[config.mk]
export PLATFORM = sky130hd
export DESIGN_NAME = pc_ctrl_unit
export DESIGN_NICKNAME = d
export VERILOG_FILES = /design/src/rtl/pcu_pkg.sv /design/src/rtl/pcu_decode.sv /design/src/rtl/pcu_cond.sv /design/src/rtl/pcu_target.sv /design/src/rtl/pc_ctrl_unit.sv
export SDC_FILE = /design/constraint.sdc
export NUM_CORES = 1
export LEC_CHECK = 0
export ABC_AREA = 1
export BUFFER_PORTS_ARGS = -buffer_cell sky130_fd_sc_hd__buf_2
export CAP_MARGIN = 30
export CELL_PAD_IN_SITES_DETAIL_PLACEMENT = 2
export CELL_PAD_IN_SITES_GLOBAL_PLACEMENT = 2
export CORE_ASPECT_RATIO = 2
export CORE_UTILIZATION = 25
export CTS_CLUSTER_SIZE = 8
export DETAILED_ROUTE_END_ITERATION = 16
export GPL_TIMING_DRIVEN = 0
export PLACE_DENSITY = 0.86
export SKIP_LAST_GASP = 1
export SLEW_MARGIN = 20
export SYNTH_ARGS = -nofsm -noshare
export SYNTH_HDL_FRONTEND = slang
export SYNTH_HIERARCHICAL = 1
export SYNTH_SLANG_ARGS = --single-unit
[constraint.sdc]
create_clock -name clk -period 3.65 [get_ports clk]
set_input_delay 0.73 -clock clk [delete_from_list [all_inputs] [get_ports clk]]
set_output_delay 0.73 -clock clk [all_outputs]
set_load 0.05 [all_outputs]
[src/rtl/pcu_pkg.sv]
package pcu_pkg;
  typedef enum logic [1:0] {
    XK_SEQ  = 2'd0,
    XK_BR   = 2'd1,
    XK_JMP  = 2'd2,
    XK_TRAP = 2'd3
  } xfer_kind_e;

  typedef enum logic {
    ST_RUN  = 1'b0,
    ST_VECW = 1'b1
  } pcu_state_e;

  localparam logic [3:0] OPC_BR   = 4'b0000;
  localparam logic [3:0] OPC_JMP  = 4'b1100;
  localparam logic [3:0] OPC_TRAP = 4'b1111;
endpackage

[src/rtl/pcu_decode.sv]
module pcu_decode
  import pcu_pkg::*;
#(
  parameter int INSTR_W = 16,
  parameter int RIDX_W  = 3,
  parameter int OFF_W   = 9,
  parameter int VEC_W   = 8
) (
  input  logic [INSTR_W-1:0] word,
  output xfer_kind_e         kind,
  output logic [RIDX_W-1:0]  mask,
  output logic [OFF_W-1:0]   offset,
  output logic [RIDX_W-1:0]  base_idx,
  output logic [VEC_W-1:0]   vector
);
  localparam int OPC_LSB = INSTR_W - 4;

  logic [3:0] opc;
  logic       jmp_clean;
  logic       trap_clean;

  assign opc      = word[INSTR_W-1:OPC_LSB];
  assign mask     = word[OPC_LSB-1:OPC_LSB-RIDX_W];
  assign offset   = word[OFF_W-1:0];
  assign base_idx = word[OPC_LSB-RIDX_W-1:OPC_LSB-2*RIDX_W];
  assign vector   = word[VEC_W-1:0];

  assign jmp_clean  = (mask == '0) && (word[OPC_LSB-2*RIDX_W-1:0] == '0);
  assign trap_clean = (word[OPC_LSB-1:VEC_W] == '0);

  always_comb begin
    kind = XK_SEQ;
    unique case (opc)
      OPC_BR:   kind = XK_BR;
      OPC_JMP:  kind = jmp_clean  ? XK_JMP  : XK_SEQ;
      OPC_TRAP: kind = trap_clean ? XK_TRAP : XK_SEQ;
      default:  kind = XK_SEQ;
    endcase
  end
endmodule

[src/rtl/pcu_cond.sv]
module pcu_cond #(
  parameter int FLAG_W = 3
) (
  input  logic [FLAG_W-1:0] mask,
  input  logic [FLAG_W-1:0] flags,
  output logic              take
);
  logic [FLAG_W-1:0] hit;

  for (genvar i = 0; i < FLAG_W; i++) begin : g_hit
    assign hit[i] = mask[i] & flags[i];
  end

  assign take = |hit;
endmodule

[src/rtl/pcu_target.sv]
module pcu_target #(
  parameter int PC_W  = 16,
  parameter int OFF_W = 9
) (
  input  logic [PC_W-1:0]  cur_pc,
  input  logic [OFF_W-1:0] offset,
  output logic [PC_W-1:0]  seq_pc,
  output logic [PC_W-1:0]  br_pc
);
  localparam int EXT_W = PC_W - OFF_W;

  logic [PC_W-1:0] off_ext;

  assign off_ext = {{EXT_W{offset[OFF_W-1]}}, offset};
  assign seq_pc  = cur_pc + PC_W'(1);
  assign br_pc   = seq_pc + off_ext;
endmodule

[src/rtl/pc_ctrl_unit.sv]
module pc_ctrl_unit
  import pcu_pkg::*;
#(
  parameter int          PC_W     = 16,
  parameter int          RIDX_W   = 3,
  parameter int          OFF_W    = 9,
  parameter int          VEC_W    = 8,
  parameter logic [15:0] RESET_PC = 16'h3000,
  parameter int          LINK_REG = 7
) (
  input  logic              clk,
  input  logic              rst,
  input  logic              instr_valid,
  output logic              instr_ready,
  input  logic [PC_W-1:0]   instr,
  input  logic [RIDX_W-1:0] cond_nzp,
  output logic [RIDX_W-1:0] rf_raddr,
  input  logic [PC_W-1:0]   rf_rdata,
  output logic              rf_we,
  output logic [RIDX_W-1:0] rf_waddr,
  output logic [PC_W-1:0]   rf_wdata,
  output logic              mem_req,
  output logic [PC_W-1:0]   mem_addr,
  input  logic [PC_W-1:0]   mem_rdata,
  output logic [PC_W-1:0]   pc
);
  localparam int VEC_PAD = PC_W - VEC_W;

  xfer_kind_e        kind;
  pcu_state_e        state;
  logic [RIDX_W-1:0] br_mask;
  logic [OFF_W-1:0]  br_off;
  logic [RIDX_W-1:0] base_idx;
  logic [VEC_W-1:0]  vec;
  logic              br_take;
  logic [PC_W-1:0]   seq_pc;
  logic [PC_W-1:0]   br_pc;
  logic              fire;
  logic              trap_fire;

  pcu_decode #(
    .INSTR_W(PC_W), .RIDX_W(RIDX_W), .OFF_W(OFF_W), .VEC_W(VEC_W)
  ) u_dec (
    .word(instr), .kind(kind), .mask(br_mask), .offset(br_off),
    .base_idx(base_idx), .vector(vec)
  );

  pcu_cond #(.FLAG_W(RIDX_W)) u_cond (
    .mask(br_mask), .flags(cond_nzp), .take(br_take)
  );

  pcu_target #(.PC_W(PC_W), .OFF_W(OFF_W)) u_tgt (
    .cur_pc(pc), .offset(br_off), .seq_pc(seq_pc), .br_pc(br_pc)
  );

  assign instr_ready = (state == ST_RUN);
  assign fire        = instr_valid && instr_ready;
  assign trap_fire   = fire && (kind == XK_TRAP);

  assign rf_raddr = base_idx;
  assign rf_we    = trap_fire;
  assign rf_waddr = RIDX_W'(LINK_REG);
  assign rf_wdata = seq_pc;
  assign mem_req  = trap_fire;
  assign mem_addr = {{VEC_PAD{1'b0}}, vec};

  always_ff @(posedge clk) begin
    if (rst) begin
      pc    <= PC_W'(RESET_PC);
      state <= ST_RUN;
    end else begin
      unique case (state)
        ST_RUN: begin
          if (fire) begin
            unique case (kind)
              XK_BR:   pc <= br_take ? br_pc : seq_pc;
              XK_JMP:  pc <= rf_rdata;
              XK_TRAP: state <= ST_VECW;
              default: pc <= seq_pc;
            endcase
          end
        end
        ST_VECW: begin
          pc    <= mem_rdata;
          state <= ST_RUN;
        end
        default: state <= ST_RUN;
      endcase
    end
  end
endmodule

==> Word level (Yosys, flattened, before mapping) <==
Cells that the tools add are included.
{ "word_totals": {"register_bits": 17, "out_inout_bits": 57} }
{ "op_classes": {"n_bitwise": 4, "n_reduce_logical": 9, "addsub": 2, "n_mux": 10, "n_eq_ne": 7} }
{ "op_table": {"columns": ["cell", "count"], "rows": [
  ["$pmux W16 S3", 1],
  ["$mux W16", 2],
  ["$pmux W16 S2", 1],
  ["$add A16 B1 Y16 const B", 1],
  ["$add A16 B16 Y16", 1],
  ["$eq A4 B4 Y1 const B", 2],
  ["$logic_not A4 Y1", 2],
  ["$logic_not A6 Y1", 1],
  ["$pmux W2 S3", 1],
  ["$eq A2 B2 Y1 const B", 2],
  ["$mux W2", 2],
  ["$and A1 B1 Y1", 3],
  ["$logic_and A1 B1 Y1", 3],
  ["$logic_not A3 Y1", 1],
  ["$reduce_or A3 Y1", 1],
  ["$eq A2 B1 Y1 const B", 1],
  ["$mux W1", 2],
  ["$ne A2 B1 Y1 const B", 1],
  ["$ne A2 B2 Y1 const B", 1],
  ["$pmux W1 S2", 1],
  ["$reduce_and A2 Y1", 1],
  ["$not A1 Y1", 1]
]} }

==> Logic depth before layout (Yosys ltp) <==
Gate-level depths: netlist (run 1).
{ "depth": {"depth_word": 8, "mapped_depth": 25, "ltp_nobuf": 25} }

==> Modules after synthesis <==
The synthesis (run 1) kept the hierarchy.
{ "by_module_without_submodules": {"columns": ["mod", "area_per_inst_um2", "seq_area_each_um2", "n_inst", "cells_each"], "rows": [
  ["pc_ctrl_unit", 1536.5, 340.3, 1, 267],
  ["pcu_target", 1258.7, 0.0, 1, 215],
  ["pcu_decode", 262.8, 0.0, 1, 46],
  ["pcu_cond", 16.3, 0.0, 1, 4]
]} }

==> Least setup slack after synthesis (run 1) <==
OpenSTA, ideal clock, no wires.
{ "synth_timing": {"kind": "reg-to-reg", "from": "register pc[0]", "to": "register pc[15]", "required_time_ns": 3.527, "setup_ns": 0.123, "stages_incl_launch_ff": 19, "setup_slack_ns": -0.203, "period_less_slack_ns": 3.853, "arrival_ns": 3.730, "path_buffers": 0, "cell_sequence": "dfxtp_1 > inv_1 > nor3_1 > xor2_1 > ha_1 > nand2_1 > inv_1 > a21oi_1 > nand2_1 > a21oi_1 > inv_1 > nand2_1 > nand2_1 > nand3_1 > nand3_1 > o21ai_0 > nand2_1 > nand2_1 > a21oi_2"} }
{ "synth_between": {"elab_chain_len": 6} }
{ "synth_rtl": {"columns": ["element", "line", "source"], "rows": [
  ["start, declared", "pc_ctrl_unit.sv:25", "output logic [PC_W-1:0] pc"],
  ["start signal, assigned", "pc_ctrl_unit.sv:69", "pc <= PC_W'(RESET_PC);"],
  ["start signal, assigned", "pc_ctrl_unit.sv:76", "XK_BR: pc <= br_take ? br_pc : seq_pc;"],
  ["start signal, assigned", "pc_ctrl_unit.sv:77", "XK_JMP: pc <= rf_rdata;"],
  ["$add A16 B1 Y16", "pcu_target.sv:15", "assign seq_pc = cur_pc + PC_W'(1);"],
  ["via rf_wdata[0]", "pc_ctrl_unit.sv:21", "output logic [PC_W-1:0] rf_wdata,"],
  ["$add A16 B16 Y16", "pcu_target.sv:16", "assign br_pc = seq_pc + off_ext;"],
  ["via br_pc[15]", "pc_ctrl_unit.sv:37", "logic [PC_W-1:0] br_pc;"],
  ["$mux W16", "pc_ctrl_unit.sv:76", null],
  ["$pmux W16 S3", "pc_ctrl_unit.sv:75", "unique case (kind)"],
  ["$mux W16", "pc_ctrl_unit.sv:74", "if (fire) begin"],
  ["$pmux W16 S2", "pc_ctrl_unit.sv:72", "unique case (state)"]
]} }
The timed path passes the listed nets, and every way through them passes these cells. The select of a mux whose other input is x is not followed.
A chain may end at the register's enable or synchronous reset.

==> Worst setup path in the final report (run 1) <==
{ "layout_timing": {"from": "register pc[0]", "to": "register pc[15]"} }
{ "layout_between": {"elab_chain_len": 6} }
{ "layout_rtl": {"columns": ["element", "line"], "rows": [
  ["$add A16 B1 Y16", "pcu_target.sv:15"],
  ["$add A16 B16 Y16", "pcu_target.sv:16"],
  ["via br_pc[15]", "pc_ctrl_unit.sv:37"],
  ["$mux W16", "pc_ctrl_unit.sv:76"],
  ["$pmux W16 S3", "pc_ctrl_unit.sv:75"],
  ["$mux W16", "pc_ctrl_unit.sv:74"],
  ["$pmux W16 S2", "pc_ctrl_unit.sv:72"]
]} }
The timed path passes the listed nets, and every way through them passes these cells. The select of a mux whose other input is x is not followed.

==> results of run 1 <==
## cells by family after synthesis
logic type / after synthesis / share of synthesized area (%)
AOI/OAI and AO/OA: 53 / 10.1
xor gates and xnor gates: 21 / 6.23
adders and majority gates: 23 / 9.61
buffers and inverters: 115 / 19.9
DFF: 17 / 11.1
other: 2 / 0.244
and+or+nand+nor: 301 / 42.9
## through the flow
step / setup WS [ps] / std cells / total power, W / hold slack, ps
global placement: 374 / 784 / 0.000593 / 491
CTS: 194 / 788 / 0.000838 / 520
finish: 344 / 788 / 0.000830 / 513
detailed placement: 225 / 784 / 0.000610 / 509
global route: 32.0 / 788 / 0.000875 / 547
floorplan: 7.75 / 541 / 0.000495 / 641
## state kept, by name (all words and copies together) (netlist names)
register / count
pc: 16
state: 1
## power by group through the flow
stage | Sequential (W) | Clock (W) | Combinational, W
final | 0.000205 | 0.000225 | 0.000400
after global routing | 0.000207 | 0.000234 | 0.000435
after global placement | 0.000208 | 0 | 0.000385
after floorplan | 0.000231 | 0 | 0.000264
after detailed placement | 0.000209 | 0 | 0.000401
after CTS | 0.000205 | 0.000230 | 0.000403
## layout by cell type (no fill, tap or decap), types with 2 or more instances in the layout
cell type / Yosys / routed
nand2_1: 165 / 165
buf_2: 10 / 106
inv_1: 58 / 58
nor2_1: 57 / 57
nand3_1: 51 / 51
buf_4: 39 / 39
a21oi_1: 22 / 22
ha_1: 22 / 21
dfxtp_1: 17 / 17
xor2_1: 16 / 14
conb_1: 2 / 11
o21ai_1: 9 / 9
o21ai_0: 8 / 8
a21oi_2: 8 / 8
nand2_2: 8 / 8
or2_0: 4 / 4
inv_2: 3 / 3
clkbuf_16: 0 / 3
nor2_4: 3 / 3
xnor2_1: 4 / 3
buf_6: 2 / 2
inv_4: 2 / 2
clkbuf_1: 1 / 2
o211ai_1: 2 / 2
xnor2_2: 1 / 2
nand4_1: 2 / 2
nor3_1: 2 / 2
xor2_2: 0 / 2
nand3b_1: 2 / 2
o21bai_1: 2 / 2
## final cells by class
type                            instances  area [µm²]  area share (%)
Multi-Input combinational cell        409        2190            56.4
Tap cell                              147         184            4.73
Clock buffer                            4        78.8            2.03
Inverter                               63         241            6.21
Timing Repair Buffer                   96         480            12.4
Buffer                                 52         369            9.50
Sequential cell                        17         340            8.76
## critical path, stage by stage (launching register included)
cell and delay, ps:
dfxtp_1 410, ha_1 260, inv_4 50, nor2_4 190, nand3_4 120, nor3_4 240, nand3_1 110, nand2_1 80
nand2_1 210, ha_4 320, nand2_1 100, inv_1 50, a21oi_1 140, nand2_1 70, a21oi_1 190, nand3_1 100
nand2_1 80, nand3_1 70, nand3_1 70, o21ai_0 90, nand2_1 80, nand2_1 70, a21oi_2 140
## what timing repair did
action / in CTS / in global routing
setup buffers: 0 / 0
endpoints found under the setup margin: 0 / 1
resized for setup: 0 / 1
## per-layer routing
layer | up-vias | global-route usage [%] | wire (µm)
met5 | - | 0 | 0
met4 | 0 | 8.04 | 344
met3 | 19 | 0.977 | 251
met2 | 72 | 44.6 | 7900
met1 | 1778 | 17.4 | 4010
li1 | 1836 | - | -
## Yosys cell counts (8+ instances only)
cell type  count
nand2_1      165
inv_1         58
nor2_1        57
nand3_1       51
buf_4         39
a21oi_1       22
ha_1          22
dfxtp_1       17
xor2_1        16
buf_2         10
o21ai_1        9
a21oi_2        8
nand2_2        8
o21ai_0        8
## how the worst max path moves through the flow
stage	start	to	slack [ps]	depth (start not counted)
after floorplan	pc[5]	pc[15]	8	23
after global placement	pc[0]	pc[15]	370	23
after detailed placement	pc[0]	pc[15]	230	22
after CTS	pc[0]	pc[15]	190	22
after global routing	pc[0]	pc[13]	30	24
final	pc[0]	pc[15]	340	22
==> run summary, run 1 <==
Status -> completed
Worst EP required -> 3830 ps
Site Rows -> 57
Via count -> 3705
Syn. warnings -> 6
Die W -> 80.4 µm
Largest net degree at the start of global routing -> 12
Remaining DRCs -> 0
Hold Crit Class -> flop to flop
Slew Limit Fails -> 0
R2r worst-path depth -> 22
Clock transition at path regs -> 50 ps
First-pass GRT wire length -> 20200 µm
Hold endpoint -> pc[10]
Net Sw Power -> 0.000358 W
Post-route cell area -> 3890 µm²
Clock Power Share -> 27.1%
Number of DRC markers in iteration 0 -> 58
Post-DP HPWL -> 11300 µm
DR pass1 iterations -> 3
Filler cell count -> 1586
Hold Violations, Final -> 0
Die area -> 12800 µm²
Sequential Power Share -> 24.7%
Post-synth EDFFs -> 0
Ports -> 111
Dpl cell area -> 3790 µm²
Setup Crit Path Kind -> flop to flop
Worst setup EP type -> flop
Worst Min Path Start -> pc[10]
Final core utilization -> 32.2%
Syn Inst Count -> 532
Min Tclk post-route -> 3310 ps
Worst path arrival time -> 3490 ps
Vias in the first global route -> 4234
Gr usage total -> 20.5%
Core area -> 12100 µm²
Netlist cell types -> 38
Max rail drop VDD -> 0.177 mV
Layout cells sized above 1 -> 28.9%
Post-DR vias/cell -> 4.70
Initial Utilization -> 25.5%
Worst-skew pair later-pin latency -> 250 ps
Cell Area, Synth -> 3070 µm²
WL per Instance -> 15.9 µm
Synth async-reset ratio -> 0%
Register area share after synthesis -> 11.1%
Gp weighted congestion -> 0.786
CTS tree -> done
Combinational Power Share -> 48.1%
Hold_buf cts -> 0
Top cells by area in the synthesized netlist -> nand2_1 (20%), dfxtp_1 (11%), buf_4 (9.5%), ha_1 (9.0%), nand3_1 (8.3%)
Final worst path period share -> 90.6%
Yosys top cell area share -> 20.1%
Pwr Density -> 214 nW/µm²
Worst Path Max Fanout -> 5
Reg2Reg Setup Slack -> 340 ps
FF-to-FF End -> pc[15]
Drt total wl -> 12500 µm
Congestion Overflow GR -> 0
Top cell type by total area after synthesis -> nand2_1
Post-layout nets -> 719
Clk_skew -> 2.16 ps
CTS root buf -> clkbuf_16
Ys flop type -> dfxtp_1
Max Cap Violations -> 0
Sw frac -> 43.1%
Deepest clock path buffer count -> 2
Int Power -> 0.000472 W
Static Leak -> 2.20 nW
Die height -> 159 µm
#FFs+latches synth -> 17
Post-route ant nets -> 0
Post-synthesis to final-layout area growth -> 26.4%
Unrepaired setup endpoints after global routing -> false
Final setup viols -> 0
Syn Area/Cell -> 5.78 µm²
Setup_tns -> 0 ps
H-tree Lvls -> 1
# diodes -> 0
Worst Hold Path Cells -> 2
Startpoint types -> flop
# port buffers -> 96
Total CTS buffers -> 3
Clk sinks -> 17
R2r startpoint -> pc[0]
Fmax -> 0.302 GHz
Initial antenna violation count -> 0
Power figures use the tool's default switching activity.
==> inputs of run 2 (changes only) <==
- MAX_ROUTING_LAYER: not set -> met4
==> run summary, run 2 (synthesized netlist as in run 1, its figures left out) <==
Status -> completed
Post-synthesis to final-layout area growth -> 26.1%
Hold endpoint -> pc[9]
Total CTS buffers -> 3 (unchanged)
Setup Crit Path Kind -> flop to flop
Clk sinks -> 17 (unchanged)
Sequential Power Share -> 24.7% (about the same)
Worst Path Max Fanout -> 5 (unchanged)
# port buffers -> 96 (unchanged)
R2r startpoint -> pc[1]
Worst setup EP type -> flop
Worst Hold Path Cells -> 2 (unchanged)
Clock transition at path regs -> 50 ps (about the same)
Deepest clock path buffer count -> 2 (unchanged)
Via count -> 3684 (-0.57%)
Final setup viols -> 0 (unchanged)
DR pass1 iterations -> 4 (+1)
Die area -> 12800 µm² (unchanged)
# Post-CTS Setup Buffers -> 0 (unchanged)
# diodes -> 0 (unchanged)
Site Rows -> 57 (unchanged)
Top Registers -> pc: 16 flops, state: 1 flops
Die height -> 159 µm (unchanged)
Fmax -> 0.300 GHz (-0.98%)
Commonest non-fill, non-tap cells in the layout -> nand2_1 (165), buf_2 (106), inv_1 (58)
Core area -> 12100 µm² (unchanged)
Pwr Density -> 215 nW/µm² (+0.48%)
First-pass GRT wire length -> 19900 µm (-1.8%)
Vias in the first global route -> 4169 (-1.5%)
CTS tree -> done
R2r worst-path depth -> 22 (unchanged)
H-tree Lvls -> 1 (unchanged)
Hold Crit Class -> flop to flop
Ports -> 111 (unchanged)
Largest register FFs -> 16 (unchanged)
Worst EP required -> 3790 ps (-40 ps)
Gp weighted congestion -> 0.792 (+0.79%)
Post-DR vias/cell -> 4.68 (-0.57%)
Post-DP HPWL -> 11200 µm (-0.94%)
Initial Utilization -> 25.5% (unchanged)
WL per Instance -> 15.8 µm (-0.36%)
DP Worst Slack -> 231 ps (+6.20 ps)
Post-route ant nets -> 0 (unchanged)
Final critical-path setup slack -> 311 ps (-32.7 ps)
Layout cells sized above 1 -> 28.9% (unchanged)
Largest net degree at the start of global routing -> 12 (unchanged)
Combinational Power Share -> 47.9% (-0.2 points)
Worst-skew pair later-pin latency -> 260 ps (about the same)
Startpoint types -> flop
Max Cap Violations -> 0 (unchanged)
Post-layout nets -> 719 (unchanged)
Worst Min Path Start -> pc[9]
Clk_skew -> 1.87 ps (-0.284 ps)
Remaining DRCs -> 0 (unchanged)
Worst path arrival time -> 3480 ps (about the same)
Sw frac -> 43.4% (+0.23 points)
Hold Violations, Final -> 0 (unchanged)
Number of DRC markers in iteration 0 -> 48 (-17%)
Most flops, register -> pc
Setup_tns -> 0 ps (unchanged)
Total power -> 0.000832 W (+0.22%)
Max rail drop VDD -> 0.256 mV (+45%)
Final core utilization -> 32.2% (-0.083 points)
Net Sw Power -> 0.000361 W (+0.75%)
Min Tclk post-route -> 3340 ps (+32.7 ps)
Static Leak -> 2.20 nW (about the same)
Int Power -> 0.000471 W (-0.18%)
Most common cell after layout, fill and taps aside -> nand2_1
Unrepaired setup endpoints after global routing -> false
Final worst path period share -> 91.5% (+0.90 points)
Congestion Overflow GR -> 0 (unchanged)
Hold WS -> 527 ps (+14.2 ps)
Slew Limit Fails -> 0 (unchanged)
Drt total wl -> 12500 µm (-0.36%)
FF-to-FF End -> pc[15]
Die W -> 80.4 µm (unchanged)
Initial antenna violation count -> 0 (unchanged)
Reg2Reg Setup Slack -> 310 ps (-30 ps)
CTS root buf -> clkbuf_16
Clock Power Share -> 27.4% (+0.3 points)
Gr usage total -> 20.9% (+0.41 points)
run 2: through the flow:
step	instance area, µm²	cells
3_3_place_gp	3790	784
6_report	3880	788
3_5_place_dp	3790	784
4_1_cts	3870	788
5_1_grt	3880	788
2_1_floorplan	3130	541
run 2: area by class of cell:
type,count,area (µm²)
inverter,63,241
tap,147,184
buffer,52,369
multi-input combinational,409,2180
timing repair buffer,96,480
fill,1549,8180
clock buffer,4,78.8
sequential,17,340
run 2: critical path, stage by stage, from the launching register on:
cell and delay (ps):
dfxtp_1 410, ha_1 270, inv_4 50, nor2_4 180, nand3_4 120, nor3_4 240, nand4_1 120, nand2_1 260
ha_2 380, nand2_1 120, inv_1 50, a21oi_1 140, nand2_1 70, a21oi_1 170, inv_1 70, nand2_1 70
nand2_1 50, nand3_1 70, nand3_1 60, o21ai_0 80, nand2_1 90, nand2_1 80, a21oi_2 50
run 2: routing by layer:
| layer | share of wire [%] | track usage [%] |
|---|---|---|
| met3 | 1.9 | 0.977 |
| met4 | 3.7 | 9.01 |
| met1 | 32 | 17.5 |
| met2 | 62 | 43.6 |
| met5 | 0 | - |
run 2: worst max path at each step:
stage	cells past startpoint	from	endpoint
final	22	pc[1]	pc[15]
after global routing	22	pc[1]	pc[15]
after floorplan	23	pc[5]	pc[15]
after detailed placement	23	pc[0]	pc[15]
after global placement	23	pc[0]	pc[15]
after CTS	23	pc[0]	pc[15]
run 2: repair_timing:
action                                  CTS  global route
endpoints found under the setup margin    0             1
resized for setup                         0             1
hold buffers                              0             0
run 2: power by group through the flow:
stage	combinational, W	sequential, W	clock (W)
2_1_floorplan	0.000264	0.000231	0
3_3_place_gp	0.000385	0.000208	0
3_5_place_dp	0.000401	0.000209	0
4_1_cts	0.000403	0.000205	0.000236
5_1_grt	0.000435	0.000206	0.000242
6_report	0.000399	0.000206	0.000228
